$ cat config.mk
export PLATFORM = sky130hd
export DESIGN_NAME = es_sampler
export DESIGN_NICKNAME = d
export VERILOG_FILES = /design/src/rtl/es_pkg.sv /design/src/rtl/es_osc_sync.sv /design/src/rtl/es_sample_ctl.sv /design/src/rtl/es_history.sv /design/src/rtl/es_sampler.sv
export SDC_FILE = /design/constraint.sdc
export NUM_CORES = 1
export LEC_CHECK = 0
export BUFFER_PORTS_ARGS = -buffer_cell sky130_fd_sc_hd__buf_2
export CAP_MARGIN = 30
export CELL_PAD_IN_SITES_DETAIL_PLACEMENT = 1
export CELL_PAD_IN_SITES_GLOBAL_PLACEMENT = 1
export CORE_MARGIN = 10
export CORE_UTILIZATION = 42
export CTS_CLUSTER_SIZE = 8
export DETAILED_ROUTE_END_ITERATION = 10
export PLACE_DENSITY_LB_ADDON = 0.1
export SYNTH_ARGS = -nofsm -noshare
export SYNTH_HDL_FRONTEND = slang
export SYNTH_SLANG_ARGS = --single-unit
$ cat constraint.sdc
create_clock -name clk -period 2.7 [get_ports clk]
set_input_delay 0.135 -clock clk [delete_from_list [all_inputs] [get_ports clk]]
set_output_delay 0.135 -clock clk [all_outputs]
set_load 0.02 [all_outputs]
$ cat src/rtl/es_pkg.sv
package es_pkg;
    localparam int LFSR_W   = 16;
    localparam int HIST_W   = 16;
    localparam logic [LFSR_W-1:0] LFSR_SEED = 16'h1ACE;
    localparam int TAP_A = 15;
    localparam int TAP_B = 13;
    localparam int TAP_C = 12;
    localparam int TAP_D = 10;

    typedef enum logic [1:0] {
        ST_HOLD = 2'd0,
        ST_IDLE = 2'd1,
        ST_RUN  = 2'd2
    } ctl_state_e;

    typedef enum logic [1:0] {
        SRC_LFSR = 2'd0,
        SRC_OSC0 = 2'd1,
        SRC_OSCX = 2'd2,
        SRC_MIX  = 2'd3
    } src_e;

    function automatic logic [LFSR_W-1:0] lfsr_next(input logic [LFSR_W-1:0] s);
        return {s[LFSR_W-2:0], s[TAP_A] ^ s[TAP_B] ^ s[TAP_C] ^ s[TAP_D]};
    endfunction
endpackage

$ cat src/rtl/es_osc_sync.sv
module es_osc_sync #(
    parameter int OSC_N = 8
) (
    input  logic             clk,
    input  logic             rst_n,
    input  logic [OSC_N-1:0] raw_i,
    input  logic [OSC_N-1:0] mask_i,
    output logic [OSC_N-1:0] gated_o
);
    logic [OSC_N-1:0] s1_q;
    logic [OSC_N-1:0] s2_q;

    for (genvar g = 0; g < OSC_N; g++) begin : g_sync
        always_ff @(posedge clk or negedge rst_n) begin
            if (!rst_n) begin
                s1_q[g] <= 1'b0;
                s2_q[g] <= 1'b0;
            end else begin
                s1_q[g] <= raw_i[g];
                s2_q[g] <= s1_q[g];
            end
        end
        assign gated_o[g] = s2_q[g] & mask_i[g];
    end

    AST_SYNC_STAGE: assert property (@(posedge clk) disable iff (!rst_n)
        1'b1 |=> (s2_q == $past(s1_q)));
endmodule

$ cat src/rtl/es_sample_ctl.sv
module es_sample_ctl
    import es_pkg::*;
#(
    parameter int DIV_W = 8
) (
    input  logic             clk,
    input  logic             rst_n,
    input  logic             en_i,
    input  logic             step_i,
    input  logic             srst_i,
    input  logic [DIV_W-1:0] div_i,
    output logic             ev_o
);
    ctl_state_e       st_q, st_d;
    logic [DIV_W-1:0] ctr_q, ctr_d;
    logic             step_q;
    logic             step_rise;

    always_ff @(posedge clk or negedge rst_n) begin
        if (!rst_n) begin
            st_q   <= ST_HOLD;
            ctr_q  <= '0;
            step_q <= 1'b0;
        end else begin
            st_q   <= st_d;
            ctr_q  <= ctr_d;
            step_q <= step_i;
        end
    end

    always_comb begin
        step_rise = step_i & ~step_q;
        ev_o      = 1'b0;
        ctr_d     = '0;
        unique case (st_q)
            ST_HOLD: ev_o = 1'b0;
            ST_IDLE: ev_o = step_rise;
            ST_RUN: begin
                ev_o  = (ctr_q >= div_i) | step_rise;
                ctr_d = ev_o ? '0 : ctr_q + DIV_W'(1);
            end
            default: ev_o = 1'b0;
        endcase
        if (srst_i) begin
            ctr_d = '0;
            st_d  = ST_HOLD;
        end else if (en_i) begin
            st_d  = ST_RUN;
        end else begin
            st_d  = ST_IDLE;
        end
    end

    AST_CTR_WRAP: assert property (@(posedge clk) disable iff (!rst_n)
        (ctr_q >= div_i) |=> (ctr_q == '0));
    AST_IDLE_CTR: assert property (@(posedge clk) disable iff (!rst_n)
        (st_q != ST_RUN) |=> (ctr_q == '0));
    AST_HOLD_QUIET: assert property (@(posedge clk) disable iff (!rst_n)
        srst_i |=> (st_q == ST_HOLD && !ev_o));
endmodule

$ cat src/rtl/es_history.sv
module es_history
    import es_pkg::*;
#(
    parameter int OSC_N = 8
) (
    input  logic             clk,
    input  logic             rst_n,
    input  logic             srst_i,
    input  logic             ev_i,
    input  logic             en_i,
    input  logic [1:0]       src_i,
    input  logic [2:0]       mode_i,
    input  logic             mask_any_i,
    input  logic [OSC_N-1:0] osc_i,
    output logic [HIST_W-1:0] hist_o,
    output logic [7:0]       status_o,
    output logic             sel_o
);
    logic [LFSR_W-1:0] lfsr_q;
    logic [HIST_W-1:0] hist_q;
    logic [7:0]        status_q;
    logic              osc_x;
    src_e              src_e_w;

    assign src_e_w = src_e'(src_i);
    assign osc_x   = ^osc_i;

    always_comb begin
        unique case (src_e_w)
            SRC_LFSR: sel_o = lfsr_q[0];
            SRC_OSC0: sel_o = osc_i[0];
            SRC_OSCX: sel_o = osc_x;
            SRC_MIX:  sel_o = osc_x ^ lfsr_q[0] ^ hist_q[HIST_W-1];
            default:  sel_o = 1'b0;
        endcase
    end

    always_ff @(posedge clk or negedge rst_n) begin
        if (!rst_n) begin
            lfsr_q   <= LFSR_SEED;
            hist_q   <= '0;
            status_q <= '0;
        end else if (srst_i) begin
            lfsr_q   <= LFSR_SEED;
            hist_q   <= '0;
            status_q <= '0;
        end else begin
            if (ev_i) begin
                lfsr_q <= lfsr_next(lfsr_q);
                hist_q <= {hist_q[HIST_W-2:0], sel_o};
            end
            status_q <= {mode_i, src_i, mask_any_i, ev_i, en_i};
        end
    end

    assign hist_o   = hist_q;
    assign status_o = status_q;

    AST_SRST_CLEAR: assert property (@(posedge clk) disable iff (!rst_n)
        srst_i |=> (hist_q == '0 && lfsr_q == LFSR_SEED && status_q == '0));
    AST_SHIFT_IN: assert property (@(posedge clk) disable iff (!rst_n)
        (ev_i && !srst_i) |=> (hist_q[0] == $past(sel_o) &&
                               hist_q[HIST_W-1:1] == $past(hist_q[HIST_W-2:0])));
    AST_HIST_STABLE: assert property (@(posedge clk) disable iff (!rst_n)
        (!ev_i && !srst_i) |=> $stable(hist_q));
endmodule

$ cat src/rtl/es_sampler.sv
module es_sampler
    import es_pkg::*;
#(
    parameter int OSC_N = 8,
    parameter int DIV_W = 8
) (
    input  logic             clk,
    input  logic             rst_n,
    input  logic             ctl_en,
    input  logic             ctl_step,
    input  logic             ctl_srst,
    input  logic [1:0]       src_sel,
    input  logic [DIV_W-1:0] div_val,
    input  logic [7:0]       mode_val,
    input  logic [OSC_N-1:0] osc_mask,
    input  logic [OSC_N-1:0] osc_raw,
    output logic [7:0]       raw_lo,
    output logic [7:0]       raw_hi,
    output logic [7:0]       status,
    output logic             sel_bit
);
    localparam int HALF = HIST_W / 2;

    logic [OSC_N-1:0]  osc_gated;
    logic              sample_ev;
    logic [HIST_W-1:0] hist;

    es_osc_sync #(.OSC_N(OSC_N)) u_sync (
        .clk     (clk),
        .rst_n   (rst_n),
        .raw_i   (osc_raw),
        .mask_i  (osc_mask),
        .gated_o (osc_gated)
    );

    es_sample_ctl #(.DIV_W(DIV_W)) u_ctl (
        .clk    (clk),
        .rst_n  (rst_n),
        .en_i   (ctl_en),
        .step_i (ctl_step),
        .srst_i (ctl_srst),
        .div_i  (div_val),
        .ev_o   (sample_ev)
    );

    es_history #(.OSC_N(OSC_N)) u_hist (
        .clk        (clk),
        .rst_n      (rst_n),
        .srst_i     (ctl_srst),
        .ev_i       (sample_ev),
        .en_i       (ctl_en),
        .src_i      (src_sel),
        .mode_i     (mode_val[2:0]),
        .mask_any_i (|osc_mask),
        .osc_i      (osc_gated),
        .hist_o     (hist),
        .status_o   (status),
        .sel_o      (sel_bit)
    );

    assign raw_lo = hist[HALF-1:0];
    assign raw_hi = hist[HIST_W-1:HALF];

    AST_RESET_OUT: assert property (@(posedge clk)
        !rst_n |-> (raw_lo == 8'h00 && raw_hi == 8'h00 && status == 8'h00));
endmodule

==> summary.md <==
| Metric | Value |
|---|---|
| Most used cells in the layout excluding fill and tap cells | buf_2, dfrtp_1, a22o_1 |
| Vias after detailed routing | 1,910 |
| Grt ovf | 0 |
| Number of clock sinks | 66 |
| Min Tclk post-route | 2.38 ns |
| Worst setup EP type | flop |
| Max IR drop VDD | 0.365 mV |
| Compound-Gate Fraction of Synth Area | approximately 15% |
| Number of setup violations in the final report | 0 |
| Total CTS buffers | 9 |
| Number of violations reported at the end of detailed-routing iteration 0 | 52 |
| Largest net degree at the start of global routing | 67 |
| Top FF cell, synth | dfrtp_1 |
| WP data arrival | roughly 2.6 ns |
| Nets in the synthesized netlist | 269 |
| First-pass GRT wire length | roughly 10 mm |
| Number of storage elements in the synthesis netlist | 66 |
| Post-synthesis simple-gate area fraction | ~9% |
| Post-route DRC violation count | 0 |
| Die outline height | 101 µm |
| Net count of the finished layout | 347 |
| Clock tree root buffer cell | clkbuf_8 |
| Horizontal die dimension | ~100 µm |
| Aggregate routed wire length | slightly above 6 mm |
| Largest buffer count on any clock path | 2 |
| Detailed placement HPWL | about 4.4 mm |
| Average via count per standard cell | between 5 and 6 |
| Share of total power consumed by net switching | 24.0% |
| Global placer's final weighted congestion | approximately 0.73 |
| Number of placement rows | 29 |
| Core box area | between 0.006 and 0.007 mm² |
| Die footprint | between 0.01 and 0.015 mm² |
| First-pass iteration count of the detailed router | 4 |
| CTS HTree Levels | 3 |
| Number of warnings issued by yosys | 0 |
| Switching pwr | a little under 0.5 mW |
| Post-CTS clock slew at the launch and capture registers of the worst setup and hold paths | about 0.070 ns |
| Post-synthesis sequential area ratio | between 60% and 70% |
| MaxCap Viol Count | 0 |
| Setup bufs post-CTS | 0 |
| Largest delay contributor family on the critical path | compound AO/OA/AOI/OAI gates |
| Crit share post-route | about nine tenths |
| Crit Path Max Fanout | 22 |
| Maximum clock frequency | around 420 MHz |
| Via count of the first global-routing pass | 2,063 |
| Share of synthesized cell area in full adder, half adder and majority cells | around 5.1% |
| Combinational share of power | just over 10% |
| Run status | completed |
| Buffering stage count on the worst path with inverters included | 2 |
| RSZ-0062 raised after global routing | no |
| Proportion of register bits with asynchronous set or reset after synthesis | between 90% and 100% |
| Clock network latency to the later pin of the worst-skew pair | between 0.3 and 0.4 ns |
| XOR/XNOR Fraction of Synth Area | about 5.5% |
| Most numerous cell on the critical path | a21o_1 |
| Final hold violation count | 0 |
| Cell-by-cell trace of the critical path | inv_1 -> ha_1 -> nand2b_1 -> a21o_1 -> a21o_1 -> a21oi_1 -> or4_4 -> nand2_2 -> buf_4 -> a22o_1 |
| Slew margin rel. | approximately three fifths |
| Proportion of layout cells with a drive suffix above 1 | 30.5% |
| Clock tree from TritonCTS | yes |
| Slew Limit Fails | 0 |
| Reported leakage power | around 1.8 nW |
| Share of power burned in the clock network | between 30% and 40% |
| Cell count after synthesis | 219 |
| Worst min-delay path category | in -> reg |
| Placed instance count | approximately 350 |
| Synthesized area per cell | ~12 µm² |
| PD cells | 602 mW/mm² |
| Post-Route Setup TNS | 0 ns |
| Post-route non-filler standard cell count | around 380 |
| Starting Density | between 40% and 50% |
| Type of the worst setup path | reg -> reg |
| Number of port buffers | 58 |
| Crit path required time | 2.92 ns |
| Number of library cell types mapped by synthesis | 32 |
| Relative area change from synthesis to final layout | 25.4% |
| Routed length per instance | ~16 µm |
| Actual slew at the worst max-slew pin | between 0.6 and 0.7 ns |
| Number of inserted diodes | 0 |
| Number of synthesized flops with an enable pin | 0 |
| Largest family of logic cells by synthesized area | compound AO/OA/AOI/OAI gates |
| Post-Synthesis Cell Area | roughly 0.0027 mm² |
| Setup crit start kind | flop |
| Tot GR Track Use | 12.8% |
| Largest stage delay on the critical path | around 0.43 ns |
| Part of the power in registers | around half |
| Post-Route Skew | a little under 0.008 ns |
| Worst path slowest cell | dfrtp_1 |
| Cell internal power dissipation | approximately 1.6 mW |
| Mux share of post-synthesis cell area | less than 1% |
| Antenna-violating nets left | 0 |
| Initial antenna violation count | 0 |
| Number of top-level pins | 64 |
-- cells in the mapped netlist, types with 2 or more instances --
master   instances  share of area, %
ha_1            11               5.1
xor2_1           8               2.6
xnor2_1          9               2.9
and3_1           3              0.69
inv_1           17               2.3
nor4_1           2              0.46
a21o_1           4               1.1
o21ai_1          2              0.37
nor2b_1          8               1.8
dfrtp_1         58                53
nor2_1          13               1.8
nand2_2          2              0.46
buf_6            4               1.7
nand2_1         10               1.4
a22o_1          24               7.7
nand3_1          5              0.92
dfstp_2          8               7.7
a21oi_1         17               3.1
-- power groups by stage --
stage | Sequential (mW) | Clock [mW] | Combinational, mW
2_1_floorplan | 1.06 | 0 | 0.108
3_3_place_gp | 1.05 | 0 | 0.195
3_5_place_dp | 1.06 | 0 | 0.200
4_1_cts | 1.04 | 0.838 | 0.213
5_1_grt | 1.04 | 0.884 | 0.232
6_report | 1.04 | 0.812 | 0.208
-- path summary, 6_finish.rpt --
path	from	endpoint	slack, ns	depth (start not counted)
min	mode_val[0]	u_hist.status_o[5]	0.02	2
min in group asynchronous	rst_n	u_hist.status_o[5]	0.34	3
max	u_ctl.ctr_q[0]	u_hist.hist_o[2]	0.32	10
max reg2reg	u_ctl.ctr_q[0]	u_hist.hist_o[2]	0.32	10
max in group asynchronous	rst_n	u_hist.lfsr_q[2]	2.03	3
min reg2reg	u_sync.s1_q[1]	u_sync.s2_q[1]	0.35	0
-- per-layer routing --
metal	track usage, %	wire (µm)	vias up	share of wire (%)
met5	0	0	-	0
met4	5.87	74	0	1.2
met3	5.01	378	7	6.1
met2	20.8	3060	44	50
met1	14.5	2660	943	43
li1	-	-	916	-
-- repair_timing --
| action | in CTS | in global routing |
|---|---|---|
| endpoints found under the hold margin | 68 | 0 |
| hold buffers | 11 | 0 |
| resized for setup | 0 | 0 |
-- flip-flops by register name, summed over array words and instances, names as in the netlist --
name,cells
u_ctl.ctr_q,8
u_ctl.st_q,1
u_ctl.step_q,1
u_hist.lfsr_q,16
u_sync.s2_q,8
u_sync.s1_q,8
u_hist.hist_o,16
u_hist.status_o,8
-- cell type report --
type / count / area [µm²]
well taps: 77 / 96.3
repair buffers: 74 / 463
clock inverters: 5 / 53.8
inverters: 17 / 63.8
clock buffers: 11 / 141
flip-flops and latches: 66 / 1660
multi-input cells: 129 / 937
fillers: 702 / 2900
-- cells by family (layout without fill, tap and decap cells) --
family | after synthesis | in the layout
XOR/XNOR | 17 | 17
flip-flops | 66 | 66
multiplexers | 1 | 1
adder cells (fa/ha/maj) | 11 | 11
AO/OA/AOI/OAI | 52 | 52
buffers and inverters | 24 | 107
AND/OR/NAND/NOR | 48 | 48
-- through the flow --
step / instance area (µm²) / setup slack (ns) / utilization, % / hold WS, ns / total power [mW]
3_3_place_gp: 3110 / 0.296 / 49.3 / 0.178 / 1.25
3_5_place_dp: 3110 / 0.287 / 49.3 / 0.180 / 1.26
2_1_floorplan: 2720 / 0.510 / - / -0.161 / 1.17
4_1_cts: 3420 / 0.268 / 54.1 / 0.00889 / 2.09
5_1_grt: 3420 / 0.160 / 54.1 / 0.0233 / 2.16
6_report: 3420 / 0.320 / 54.1 / 0.0194 / 2.06
Note: power is estimated with default switching activity, not from simulation.
